## src/rtl/tdm_tx_pkg.sv

```systemverilog
package tdm_tx_pkg;
  localparam int DATA_W      = 16;
  localparam int DMA_TX_BIT  = 14;
  localparam int DMA_RX_BIT  = 15;
  localparam int CLR_FERR    = 1;
  localparam int CLR_RX      = 2;
  localparam int CLR_TX      = 4;

  typedef struct packed {
    logic loadAll;
    logic shiftOn;
  } txStrobes_t;
endpackage

```

## src/rtl/tdm_tx_ctrl.sv

```systemverilog
module tdm_tx_ctrl
  import tdm_tx_pkg::*;
#(
  parameter int NUM_SLOTS = 4,
  parameter int WORD_W    = 8,
  parameter int ADDR_W    = 4,
  parameter int SLOT_W    = 2,
  parameter int BIT_W     = 3
) (
  input  logic                 clk,
  input  logic                 rstN,
  input  logic                 wrEn,
  input  logic [ADDR_W-1:0]    wrAddr,
  input  logic [DATA_W-1:0]    wrData,
  input  logic                 txRun,
  input  logic                 rxReady,
  output txStrobes_t           strb,
  output logic [NUM_SLOTS-1:0] holdWe,
  output logic [NUM_SLOTS-1:0] cfgMask,
  output logic [SLOT_W-1:0]    slotIdx,
  output logic [BIT_W-1:0]     bitIdx,
  output logic                 running,
  output logic [1:0]           dmaEn,
  output logic                 txDmaReq,
  output logic                 rxDmaReq,
  output logic [2:0]           intFlags
);
  localparam logic [ADDR_W-1:0] CTRL_ADDR = ADDR_W'(NUM_SLOTS);
  localparam logic [ADDR_W-1:0] STAT_ADDR = ADDR_W'(NUM_SLOTS + 1);
  localparam logic [SLOT_W-1:0] LAST_SLOT = SLOT_W'(NUM_SLOTS - 1);
  localparam logic [SLOT_W-1:0] PEN_SLOT  = SLOT_W'((NUM_SLOTS > 1) ? NUM_SLOTS - 2 : 0);
  localparam logic [BIT_W-1:0]  LAST_BIT  = BIT_W'(WORD_W - 1);

  logic ctrlWr, statWr, lastBit, frameEnd, frameStart, enterLast;
  logic refillOpen, ferrFlag, rxFlag, txFlag;
  logic [NUM_SLOTS-1:0] fresh;
  logic unusedData;

  for (genvar g = 0; g < NUM_SLOTS; g++) begin : g_dec
    assign holdWe[g] = wrEn && (wrAddr == ADDR_W'(g));
  end

  assign ctrlWr     = wrEn && (wrAddr == CTRL_ADDR);
  assign statWr     = wrEn && (wrAddr == STAT_ADDR);
  assign lastBit    = (bitIdx == LAST_BIT);
  assign frameEnd   = running && lastBit && (slotIdx == LAST_SLOT);
  assign frameStart = txRun && (!running || frameEnd);
  assign enterLast  = (NUM_SLOTS == 1) ? frameStart
                                       : (running && lastBit && (slotIdx == PEN_SLOT));
  assign unusedData = ^wrData;

  // Slot and bit position counters
  always_ff @(posedge clk) begin
    if (!rstN) begin
      running <= 1'b0;
      slotIdx <= '0;
      bitIdx  <= '0;
    end else if (frameStart) begin
      running <= 1'b1;
      slotIdx <= '0;
      bitIdx  <= '0;
    end else if (frameEnd) begin
      running <= 1'b0;
      slotIdx <= '0;
      bitIdx  <= '0;
    end else if (running) begin
      if (lastBit) begin
        bitIdx  <= '0;
        slotIdx <= slotIdx + 1'b1;
      end else begin
        bitIdx <= bitIdx + 1'b1;
      end
    end
  end

  // Refill window: opens with the last slot, closes on the top write or frame end
  always_ff @(posedge clk) begin
    if (!rstN) begin
      refillOpen <= 1'b0;
    end else if (enterLast) begin
      refillOpen <= 1'b1;
    end else if (frameStart || frameEnd || holdWe[NUM_SLOTS-1]) begin
      refillOpen <= 1'b0;
    end
  end

  // Rewrite tracking since the previous load
  always_ff @(posedge clk) begin
    if (!rstN) begin
      fresh <= '0;
    end else if (frameStart) begin
      fresh <= holdWe;
    end else begin
      fresh <= fresh | holdWe;
    end
  end

  // Configuration
  always_ff @(posedge clk) begin
    if (!rstN) begin
      dmaEn   <= 2'b00;
      cfgMask <= '1;
    end else if (ctrlWr) begin
      dmaEn   <= {wrData[DMA_RX_BIT], wrData[DMA_TX_BIT]};
      cfgMask <= wrData[NUM_SLOTS-1:0];
    end
  end

  // Sticky flags, set has priority over clear
  always_ff @(posedge clk) begin
    if (!rstN) begin
      ferrFlag <= 1'b0;
      rxFlag   <= 1'b0;
      txFlag   <= 1'b0;
    end else begin
      if (frameStart && !(&fresh))        ferrFlag <= 1'b1;
      else if (statWr && wrData[CLR_FERR]) ferrFlag <= 1'b0;
      if (rxReady)                        rxFlag <= 1'b1;
      else if (statWr && wrData[CLR_RX])  rxFlag <= 1'b0;
      if (enterLast)                      txFlag <= 1'b1;
      else if (statWr && wrData[CLR_TX])  txFlag <= 1'b0;
    end
  end

  assign strb.loadAll = frameStart;
  assign strb.shiftOn = running;
  assign txDmaReq     = refillOpen && dmaEn[0];
  assign rxDmaReq     = rxReady && dmaEn[1];
  assign intFlags     = {txFlag, rxFlag, ferrFlag};
endmodule

```

## src/rtl/tdm_tx_datapath.sv

```systemverilog
module tdm_tx_datapath
  import tdm_tx_pkg::*;
#(
  parameter int NUM_SLOTS = 4,
  parameter int WORD_W    = 8,
  parameter int SLOT_W    = 2
) (
  input  logic                 clk,
  input  logic                 rstN,
  input  txStrobes_t           strb,
  input  logic [NUM_SLOTS-1:0] holdWe,
  input  logic [WORD_W-1:0]    wrWord,
  input  logic [NUM_SLOTS-1:0] cfgMask,
  input  logic [SLOT_W-1:0]    slotIdx,
  output logic                 serialOut
);
  logic [NUM_SLOTS-1:0] msbVec;
  logic [NUM_SLOTS-1:0] frameMask;

  for (genvar g = 0; g < NUM_SLOTS; g++) begin : g_slot
    logic [WORD_W-1:0] holdQ;
    logic [WORD_W-1:0] shiftQ;

    always_ff @(posedge clk) begin
      if (!rstN) begin
        holdQ  <= '0;
        shiftQ <= '0;
      end else begin
        if (holdWe[g]) holdQ <= wrWord;
        if (strb.loadAll) begin
          shiftQ <= holdQ;
        end else if (strb.shiftOn && (slotIdx == SLOT_W'(g))) begin
          shiftQ <= {shiftQ[WORD_W-2:0], 1'b0};
        end
      end
    end

    assign msbVec[g] = shiftQ[WORD_W-1];
  end

  always_ff @(posedge clk) begin
    if (!rstN)             frameMask <= '0;
    else if (strb.loadAll) frameMask <= cfgMask;
  end

  assign serialOut = strb.shiftOn && frameMask[slotIdx] && msbVec[slotIdx];
endmodule

```

## src/rtl/tdm_tx_dma.sv

```systemverilog
module tdm_tx_dma
  import tdm_tx_pkg::*;
#(
  parameter int NUM_SLOTS = 4,
  parameter int WORD_W    = 8,
  parameter int ADDR_W    = 4
) (
  input  logic              clk,
  input  logic              rstN,
  input  logic              wrEn,
  input  logic [ADDR_W-1:0] wrAddr,
  input  logic [15:0]       wrData,
  input  logic              txRun,
  input  logic              rxReady,
  output logic              serialOut,
  output logic              txDmaReq,
  output logic              rxDmaReq,
  output logic [2:0]        intFlags,
  output logic              irq
);
  localparam int SLOT_W = (NUM_SLOTS > 1) ? $clog2(NUM_SLOTS) : 1;
  localparam int BIT_W  = (WORD_W > 1) ? $clog2(WORD_W) : 1;

  txStrobes_t           strb;
  logic [NUM_SLOTS-1:0] holdWe, cfgMask;
  logic [SLOT_W-1:0]    slotIdx;
  logic [BIT_W-1:0]     bitIdx;
  logic                 running;
  logic [1:0]           dmaEn;

  tdm_tx_ctrl #(
    .NUM_SLOTS(NUM_SLOTS), .WORD_W(WORD_W), .ADDR_W(ADDR_W),
    .SLOT_W(SLOT_W), .BIT_W(BIT_W)
  ) u_ctrl (
    .clk(clk), .rstN(rstN), .wrEn(wrEn), .wrAddr(wrAddr), .wrData(wrData),
    .txRun(txRun), .rxReady(rxReady), .strb(strb), .holdWe(holdWe),
    .cfgMask(cfgMask), .slotIdx(slotIdx), .bitIdx(bitIdx), .running(running),
    .dmaEn(dmaEn), .txDmaReq(txDmaReq), .rxDmaReq(rxDmaReq), .intFlags(intFlags)
  );

  tdm_tx_datapath #(
    .NUM_SLOTS(NUM_SLOTS), .WORD_W(WORD_W), .SLOT_W(SLOT_W)
  ) u_dp (
    .clk(clk), .rstN(rstN), .strb(strb), .holdWe(holdWe),
    .wrWord(wrData[WORD_W-1:0]), .cfgMask(cfgMask), .slotIdx(slotIdx),
    .serialOut(serialOut)
  );

  assign irq = |intFlags;
endmodule

```

## config.mk

```make
export PLATFORM = sky130hd
export DESIGN_NAME = tdm_tx_dma
export DESIGN_NICKNAME = d
export VERILOG_FILES = /design/src/rtl/tdm_tx_pkg.sv /design/src/rtl/tdm_tx_ctrl.sv /design/src/rtl/tdm_tx_datapath.sv /design/src/rtl/tdm_tx_dma.sv
export SDC_FILE = /design/constraint.sdc
export NUM_CORES = 1
export LEC_CHECK = 0
export BUFFER_PORTS_ARGS = -buffer_cell sky130_fd_sc_hd__buf_2
export CAP_MARGIN = 20
export CORE_AREA = 2 2 99 111
export DETAILED_ROUTE_END_ITERATION = 6
export DIE_AREA = 0 0 101 113
export MAX_ROUTING_LAYER = met4
export PLACE_DENSITY = 0.65
export SLEW_MARGIN = 20
export SYNTH_ARGS = -nofsm -noshare
export SYNTH_HDL_FRONTEND = slang
export SYNTH_SLANG_ARGS = --single-unit
```

## constraint.sdc

```tcl
create_clock -name clk -period 3.8 [get_ports clk]
set_input_delay 0.38 -clock clk [delete_from_list [all_inputs] [get_ports clk]]
set_output_delay 0.38 -clock clk [all_outputs]
set_load 0.05 [all_outputs]
```

Yosys cells after proc, flatten, opt, wreduce, memory -nomap -nowiden:

Cells that the tools add are included.

* memories kept: 0
* bits of input ports: 25
* latch bits: 0
* memory bits (writable): 0
* register bits after elaboration: 88
* bits in read-only memories: 0
* word-level logic and storage cells: 99
* output and inout bits: 7

* add/sub/neg operators: 2
* bitwise operators: 2
* multipliers: 0
* reduce and logical (&&, ||, !) cells: 42
* magnitude comparators: 1
* div/mod/pow operators: 0
* multiplexer cells: 24
* shift operators: 0
* equal/unequal tests: 9

Operator list (number)
* $mux 8: 8
* $logic_and 1x1->1: 22
* $reduce_bool 2->1: 9
* $mux 1: 12
* $eq 4x2->1 const B: 2
* $eq 4x3->1 const B: 2
* $reduce_or 3->1: 2
* $bmux 1 s2: 2
* $eq 2x2->1 const B: 2
* $eq 4x1->1 const B: 1
* $logic_not 4->1: 1
* $mux 4: 1
* $or 4x4->4: 1
* $reduce_and 4->1: 1
* $add 3x1->3 const B: 1
* $eq 3x3->1 const B: 1
* $logic_or 1x1->1: 3
* $lt 2x3->1 const B: 1
* $mux 3: 1
* $add 2x1->2 const B: 1
* $eq 2x1->1 const B: 1
* $logic_not 1->1: 2
* $logic_not 2->1: 1
* $reduce_and 2->1: 1
* $not 1->1: 1

Depth between registers and ports, before layout:

Gate-level depths: netlist of run 1.

* depth after elaboration: 9
* depth in mapped cells: 7
* mapped depth without buffers: 5

Hierarchy:

From an unflattened synthesis of run 1, not the netlist that was laid out.

* cells, all modules: 396
* area total of the unflattened synthesis: 3749.8 µm²

Modules (own cells, without submodules)
* tdm_tx_datapath: seq. area each 1361.3 µm², cells each 288, times used 1, area each 2792.7 µm²
* tdm_tx_ctrl: seq. area each 400.4 µm², cells each 107, times used 1, area each 950.9 µm²
* tdm_tx_dma: seq. area each 0.0 µm², cells each 1, times used 1, area each 6.3 µm²

Worst setup path after synthesis of run 1:

Ideal clock, no wire load.

* path kind: reg-to-output
* from: reg u_ctrl.slotIdx[0]
* to: out serialOut
* arrival time: 1.823 ns
* path buffers: 0
* data required time: 3.420 ns
* slack: 1.597 ns
* cell stages (with the launch flop): 4
* path through: dfxtp_1 and3_1 a311oi_1 a311oi_1

* longest elaborated chain between the ends: 4
* elaborated cells on any way between the ends: 6
* those cells by class: 4 x mux; 2 x reduce/logical

Ends and longest elaborated chain
* start, declared: RTL line tdm_tx_ctrl.sv:20 `output logic [SLOT_W-1:0] slotIdx,`
* start signal, assigned: RTL line tdm_tx_ctrl.sv:69 `slotIdx <= slotIdx + 1'b1;`
* $bmux 1 s2: RTL line tdm_tx_datapath.sv:46 `assign serialOut = strb.shiftOn && frameMask[slotIdx] && msbVec[slotIdx];`
* $mux 1 (not written as such): RTL line tdm_tx_datapath.sv:46
* $logic_and 1x1->1: RTL line tdm_tx_datapath.sv:46
* $logic_and 1x1->1 (*): RTL line tdm_tx_datapath.sv:46
* end, declared: RTL line tdm_tx_dma.sv:15 `output logic serialOut,`

Every way passes the cells marked *; elsewhere a longest branch is shown, timed or not. The select of a mux whose other input is x is not followed.

Worst setup path after layout of run 1:

* from: reg u_ctrl.running
* to: out serialOut

* longest elaborated chain between the ends: 2

Ends and longest elaborated chain
* start, declared: RTL line tdm_tx_ctrl.sv:22 `output logic running,`
* start signal, assigned: RTL line tdm_tx_ctrl.sv:55 `running <= 1'b0;`
* start signal, assigned: RTL line tdm_tx_ctrl.sv:59 `running <= 1'b1;`
* start signal, assigned: RTL line tdm_tx_ctrl.sv:63 `running <= 1'b0;`
* $logic_and 1x1->1 (2 in a row): RTL line tdm_tx_datapath.sv:46

Every way passes these cells.

==> summary.md, run 1 <==
| Metric | Value |
|---|---|
| Drc violations | 0 |
| Area growth from synthesis to layout | 10.6% |
| Post-CTS clock slew at the launch and capture registers of the worst setup and hold paths | about 0.070 ns |
| Final net count | 425 |
| Compound-gate portion of the synthesized area | 14.7% |
| Pre-Repair DR Iteration Count | 4 |
| Post-synthesis share of cell area spent on and, or, nand and nor gates | 15.2% |
| Relative slew slack | 31.6% |
| Post-cts repair resize count | 0 |
| Post-CTS Setup Bufs | 0 |
| Final setup skew | 0.00846 ns |
| Power density over cell area | ~470 nW/um2 |
| Maximum number of pins on one net before global-route repair | 46 |
| Setup-failing EPs final | 0 |
| Dominant combinational cell family by area after synthesis | multiplexers |
| Flop and latch count out of synthesis | ~90 |
| Number of global-route vias before repair | 2,732 |
| Tot Pwr | approximately 2000 uW |
| Dominant delay contributor by cell family on the critical path | flip-flops |
| Ratio of cells with drive above 1 in the final layout | 19.3% |
| Fraction of registers with async set/reset | 0% |
| Maximum net fanout on the critical path | 15 |
| List of most frequent post-synthesis cells | dfxtp_1, mux2i_1, nand2_1, nor2_1, a221oi_2 |
| Die H | 113 um |
| Sequential cell area fraction in the yosys report | 44.9% |
| Grt total ovfl | 0 |
| Number of antenna violations at the first check in global routing | 0 |
| Critical-path top delay cell | dfxtp_1 |
| Critical path data arrival time | 1.79 ns |
| Synthesized-area fraction occupied by adder cells | 1.91% |
| Filler-free cell count of the finished design | 522 |
| Distinct cells, synth | 39 |
| Top routing layer used | met4 |
| Die Outline Area | between 10,000 and 15,000 um2 |
| Xor/xnor cell area share of the yosys netlist | 0.223% |
| Top cells by area in the synthesized netlist | dfxtp_1, mux2i_1, a221oi_2, nand2_1, nor2_1 |
| Most common flop cell mapped by yosys | dfxtp_1 |
| Worst setup SP type | flop |
| Worst setup slack for register-to-register paths | between 1.5 and 2 ns |
| Detailed router's first-iteration violation count | 141 |
| CTS Root Cell | clkbuf_16 |
| Avg Synthesized Cell Area | 10.2 um2 |
| Worst Path Required | about 3.4 ns |
| Met2 Wirelength | 4280 um |
| Detailed Place HPWL | between 5000 and 6000 um |
| H-tree levels | 3 |
| Post-Syn Nets | 415 |
| Number of flops mapped to enable cells by yosys | 0 |
| Antenna-violating nets left | 0 |
| Period utilization | 57.2% |
| Number of antenna repair diodes | 0 |
| Count of pins on the block boundary | 32 |
| Share of cell area taken by muxes after synthesis | 18.1% |
| Number of cells in the design after placement | around 500 |
| Cell taking the most area after synthesis | dfxtp_1 |
| Starting density of the core | 38.3% |
| Width of the die | 101 um |
| Drt wl/cell | 15.8 um |
| Summed instance area of the synthesized netlist | 3930 um2 |
| Worst hold slack | ~0.28 ns |
| Port Buf Inserts | 25 |
| Routed WL | just over 8000 um |
| Core area | 10,200 um2 |
| Crit end category | output pin |
| Peak per-stage delay on the critical path | roughly 0.75 ns |
| Clock Latency Late Sink | 0.33 ns |
| Crit-path cells | inv_2 > a311oi_1 > buf_2 |
| Area share of the leading cell type in the synthesized netlist | 44.9% |
| Result of the run | finished, final reports clean |
| Total leakage power | 0.00194 uW |
| Clock tree from TritonCTS | done |
| All-layer global routing usage | roughly 16% |
| First-pass GRT wire length | ~14,000 um |
| Max IR drop VDD | 0.290 mV |
| Number of placement rows | 39 |
| Crit path time final | about 2.2 ns |
| Met3 WL | 161 um |
| Count of synthesis-stage warnings from yosys | 0 |
| Via/cell ratio | between 5 and 6 |
| Leading cell type by number of instances after synthesis | dfxtp_1 |
| Gate count after technology mapping | 384 |
| Cts bufs inserted | 9 |
| Transition time at the pin with the least slew margin | 1.02 ns |
| Achievable frequency | 460 MHz |
| Fin. max-slew vios | 0 |
| Via count | 2,755 |
| Met1 wire length | ~3700 um |
| Number of failing hold endpoints at the final stage | 0 |
| Hold buffer count at cts | 0 |
| Max_cap viols | 0 |
| Total negative slack | 0 ns |
| Maximum clock path buffer count | 2 |
| Worst setup path class | flop to output pin |
| Unrepaired setup endpoints after global routing | false |
| Crit path buffers/inverters | 2 |
| Placer congestion estimate | 0.751 |
| Number of clock sinks seen by CTS | 88 |
| Tightest Hold Check Type | input port to flop |
[cell families after synthesis]
kind of cell | after synthesis
flops | 88
fa+ha+maj | 6
compound gates | 58
mux | 71
buf+inv | 34
simple gates | 126
xor+xnor | 1
[through the flow]
stage	cell area, um2	setup WS (ns)	utilization [%]
after floorplan	3930	1.60	-
after global routing	4340	1.50	42.4
after global placement	4050	1.84	39.5
after detailed placement	4050	1.83	39.5
after CTS	4340	1.58	42.4
final	4340	1.63	42.4
[final cells by class]
cell class,instances,area [um2]
Clock buffer,10,229
Clock inverter,6,67.6
Fill cell,1015,5900
Inverter,6,23.8
Multi-Input combinational cell,262,1970
Sequential cell,88,1760
Tap cell,123,154
Timing Repair Buffer,27,140
[path summary, 6_finish.rpt]
check / start / end / cells after the start
worst max-delay path: u_ctrl.running$_SDFFE_PN0P_ / serialOut / 3
worst min-delay path: wrData[2] / u_ctrl.rxFlag$_SDFFE_PN0P_ / 2
worst max register to register: u_ctrl.running$_SDFFE_PN0P_ / u_dp.g_slot[2].shiftQ[7]$_SDFFE_PN0P_ / 3
worst min register to register: u_dp.g_slot[2].holdQ[2]$_SDFFE_PN0P_ / u_dp.g_slot[2].holdQ[2]$_SDFFE_PN0P_ / 2
[placed cells by master, fill, tap and decap left out, drive strengths merged, types with 2 or more instances in the layout]
| cell | instances |
|---|---|
| a21oi | 12 |
| a221oi | 28 |
| a311oi | 2 |
| and2 | 3 |
| and3 | 3 |
| buf | 27 |
| clkbuf | 10 |
| clkinv | 2 |
| clkinvlp | 2 |
| dfxtp | 88 |
| ha | 6 |
| inv | 7 |
| mux2i | 71 |
| nand2 | 52 |
| nand3 | 14 |
| nand3b | 3 |
| nand4 | 2 |
| nor2 | 41 |
| nor3b | 3 |
| o21ai | 11 |
[layer usage]
metal  track usage (%)  vias to the layer above
met1              19.1                     1323
met4              5.77                        0
li1                  -                     1387
met5                 -                        -
met3              1.73                        9
met2              26.8                       36
[state kept, by name (all words and copies together), names as in the netlist]
name                flops
u_dp.g_slot.holdQ      32
u_dp.g_slot.shiftQ     32
u_ctrl.cfgMask          4
u_ctrl.fresh            4
u_dp.frameMask          4
u_ctrl.bitIdx           3
u_ctrl.dmaEn            2
u_ctrl.slotIdx          2
u_ctrl.ferrFlag         1
u_ctrl.refillOpen       1
u_ctrl.running          1
u_ctrl.rxFlag           1
u_ctrl.txFlag           1
[where the power goes]
part / switching, uW / internal (uW)
logic: 116 / 63.1
clock network: 355 / 513
registers: 21.4 / 956
total: 492 / 1530
Power figures use the tool's default switching activity.
==> run 2, diff against run 1 <==
ABC_AREA = 1   (was not set)
CORE_AREA = 2 2 98 109   (was 2 2 99 111)
DIE_AREA = 0 0 100 111   (was 0 0 101 113)
PLACE_DENSITY = 0.67   (was 0.65)
clock period = 1.9 ns   (was 3.8 ns; I/O delays follow)
==> run 2 against run 1 <==
Against the previous run: die area fell by 2.7%; global-route usage rose by 2.0 points; combinational power rose by 120%; synthesized cell count rose by 39%; hold slack got worse by 0.18 ns; via count rose by 25%; worst setup slack got worse by 1.5 ns; critical endpoint unchanged.
==> summary.md, run 2 <==
| Metric | Value |
|---|---|
| Clock tree from TritonCTS | done |
| Port Buf Inserts | 25 |
| Clock Latency Late Sink | 0.34 ns |
| Distinct cells, synth | 27 |
| Area share of the leading cell type in the synthesized netlist | 46.0% |
| Most common library cell in the layout ignoring fill and taps | nand2_1 |
| Synthesized-area fraction occupied by adder cells | 1.96% |
| Max IR drop VDD | 0.502 mV |
| Pre-Repair DR Iteration Count | 4 |
| Number of antenna violations at the first check in global routing | 0 |
| Worst setup SP type | flop |
| Critical path origin | u_ctrl.slotIdx[0]$_SDFFE_PP0P_ |
| Compound-gate portion of the synthesized area | 11.9% |
| Area growth from synthesis to layout | 13.3% |
| Worst setup path class | flop to output pin |
| Tightest Hold Check Type | input port to flop |
| Avg Synthesized Cell Area | between 7 and 8 um2 |
| Number of clock sinks seen by CTS | approximately 90 |
| Cts bufs inserted | 9 |
| First-pass GRT wire length | 15,300 um |
| Crit path time final | between 1.5 and 2 ns |
| Die Outline Area | 11,100 um2 |
| Number of placement rows | 39 |
| Top cells by area in the synthesized netlist | dfxtp_1, nand2_1, nand3_1, a21oi_1, inv_1 |
| Share of cell area taken by muxes after synthesis | 0% |
| Total negative slack | 0 ns |
| Post-Syn Nets | ~570 |
| H-tree levels | 3 |
| Crit end category | output pin |
| Critical path data arrival time | 1.56 ns |
| Ratio of cells with drive above 1 in the final layout | 11.4% |
| Transition time at the pin with the least slew margin | 0.552 ns |
| Post-CTS clock slew at the launch and capture registers of the worst setup and hold paths | 0.07 ns |
| Core area | slightly above 10,000 um2 |
| Final setup skew | 0.00971 ns |
| Final net count | 580 |
| Worst reg2reg path depth | 8 |
| Number of failing hold endpoints at the final stage | 0 |
| Filler-free cell count of the finished design | 677 |
| Die H | ~110 um |
| Leading cell type by number of instances after synthesis | nand2_1 |
| Cell taking the most area after synthesis | dfxtp_1 |
| Top library cells by usage in the layout, fill and taps aside | nand2_1, nand3_1, dfxtp_1 |
| Sequential cell area fraction in the yosys report | 46.0% |
| Via/cell ratio | 5.07 |
| Utilization after layout | 42.7% |
| Post-CTS Setup Bufs | 0 |
| Count of pins on the block boundary | 32 |
| Hold Startpoint | rxReady |
| R2R Path End | u_dp.g_slot[3].shiftQ[0]$_SDFFE_PN0P_ |
| Number of global-route vias before repair | 3,180 |
| Worst Path Required | 1.71 ns |
| Setup slack after placement | 0.0655 ns |
| Antenna-violating nets left | 0 |
| Number of flops mapped to enable cells by yosys | 0 |
| CTS Root Cell | clkbuf_16 |
| Flop and latch count out of synthesis | 88 |
| Most common flop cell mapped by yosys | dfxtp_1 |
| CP Capture Point | serialOut |
| Tot Pwr | 4050 uW |
| Relative slew slack | 63.1% |
| Dominant combinational cell family by area after synthesis | simple AND/OR/NAND/NOR gates |
| Post-synthesis share of cell area spent on and, or, nand and nor gates | between 30% and 40% |
| Total leakage power | 0.00178 uW |
| Final worst-path setup slack | about 0.15 ns |
| Drt wl/cell | 13.3 um |
| Detailed Place HPWL | 5930 um |
| Routed WL | 8990 um |
| Summed instance area of the synthesized netlist | 3830 um2 |
| Fraction of registers with async set/reset | 0% |
| Drc violations | 0 |
| Setup-failing EPs final | 0 |
| Maximum net fanout on the critical path | 6 |
| Launch instance of the worst register-to-register path | u_ctrl.bitIdx[0]$_SDFFE_PP0P_ |
| Xor/xnor cell area share of the yosys netlist | less than 1% |
| Post-cts repair resize count | 0 |
| Number of cells in the design after placement | 661 |
| Count of synthesis-stage warnings from yosys | 0 |
| Worst setup slack for register-to-register paths | roughly 0.17 ns |
| Period utilization | 91.9% |
| Unrepaired setup endpoints after global routing | false |
| Detailed router's first-iteration violation count | approximately 190 |
| Maximum number of pins on one net before global-route repair | between 40 and 50 |
| Gate count after technology mapping | about 530 |
| Largest registers | u_dp.g_slot.holdQ: 32 flops, u_dp.g_slot.shiftQ: 32 flops |
| Power density over cell area | 935 nW/um2 |
| List of most frequent post-synthesis cells | nand2_1, nand3_1, dfxtp_1, a21oi_1, inv_1 |
| Via count | 3,431 |
| Achievable frequency | 572 MHz |
| All-layer global routing usage | between 10% and 20% |
| Maximum clock path buffer count | 2 |
| Fin. max-slew vios | 0 |
| Starting density of the core | a little under two fifths |
| Placer congestion estimate | 0.815 |
| Max_cap viols | 0 |
| Result of the run | finished, final reports clean |
| Number of antenna repair diodes | 0 |
| Hold buffer count at cts | 0 |
| Grt total ovfl | 0 |
| Width of the die | 100 um |
==> run 2: cell types whose count changed after synthesis, moves of 25 or more <==
cell,delta
nand2_1,+87
nand3_1,+77
mux2i_1,-71
a21oi_1,+55
inv_1,+38
a221oi_2,-25
==> run 2: layout make-up <==
cell class              instances  area (um2)
clock inverters                 5        38.8
repair buffers                 33         214
flip-flops and latches         88        1760
fillers                      1041        5810
inverters                      45         173
multi-input cells             372        1740
clock buffers                  11         253
well taps                     123         154
==> run 2: logic make-up after synthesis <==
family | count (synthesis)
flip-flops | 88
AO/OA/AOI/OAI | 91
buffers and inverters | 74
XOR/XNOR | 1
adder cells (fa/ha/maj) | 6
AND/OR/NAND/NOR | 274
==> run 2: how the worst min path moves through the flow <==
stage	depth (start not counted)	to	slack, ns
3_5_place_dp	2	u_dp.g_slot[0].holdQ[0]$_SDFFE_PN0P_	0.44
4_1_cts	3	u_ctrl.rxFlag$_SDFFE_PN0P_	0.1
6_report	3	u_ctrl.rxFlag$_SDFFE_PN0P_	0.11
5_1_grt	3	u_ctrl.rxFlag$_SDFFE_PN0P_	0.13
3_3_place_gp	3	u_ctrl.rxFlag$_SDFFE_PN0P_	0.42
2_1_floorplan	2	u_ctrl.cfgMask[0]$_SDFFE_PN1P_	0.30
==> run 2: metal layers <==
metal  track usage, %  share of wire (%)  vias to the layer above
met2             26.6                 46                       84
met4             6.39                2.6                        0
li1                 -                  -                     1772
met3             3.40                5.6                       19
met1             23.7                 46                     1556
met5                -                  0                        -
==> run 2: power by group <==
group | total (uW) | internal [uW] | switching [uW]
combinational | 393 | 131 | 263
sequential | 1970 | 1920 | 44.4
clock | 1690 | 964 | 729
total | 4050 | 3020 | 1040
==> run 2: metrics by stage <==
stage	hold WS (ns)	area, um2
3_5_place_dp	0.440	4030
3_3_place_gp	0.418	4030
5_1_grt	0.126	4340
6_report	0.105	4340
2_1_floorplan	0.303	3830
4_1_cts	0.0968	4330
==> run 2: worst max-delay path: stages, from the launching register on <==
cell and delay (ns):
dfxtp_1 0.37, inv_1 0.16, nand3_1 0.09, nand3_1 0.08
nand2_1 0.05, a31oi_1 0.18, buf_2 0.30
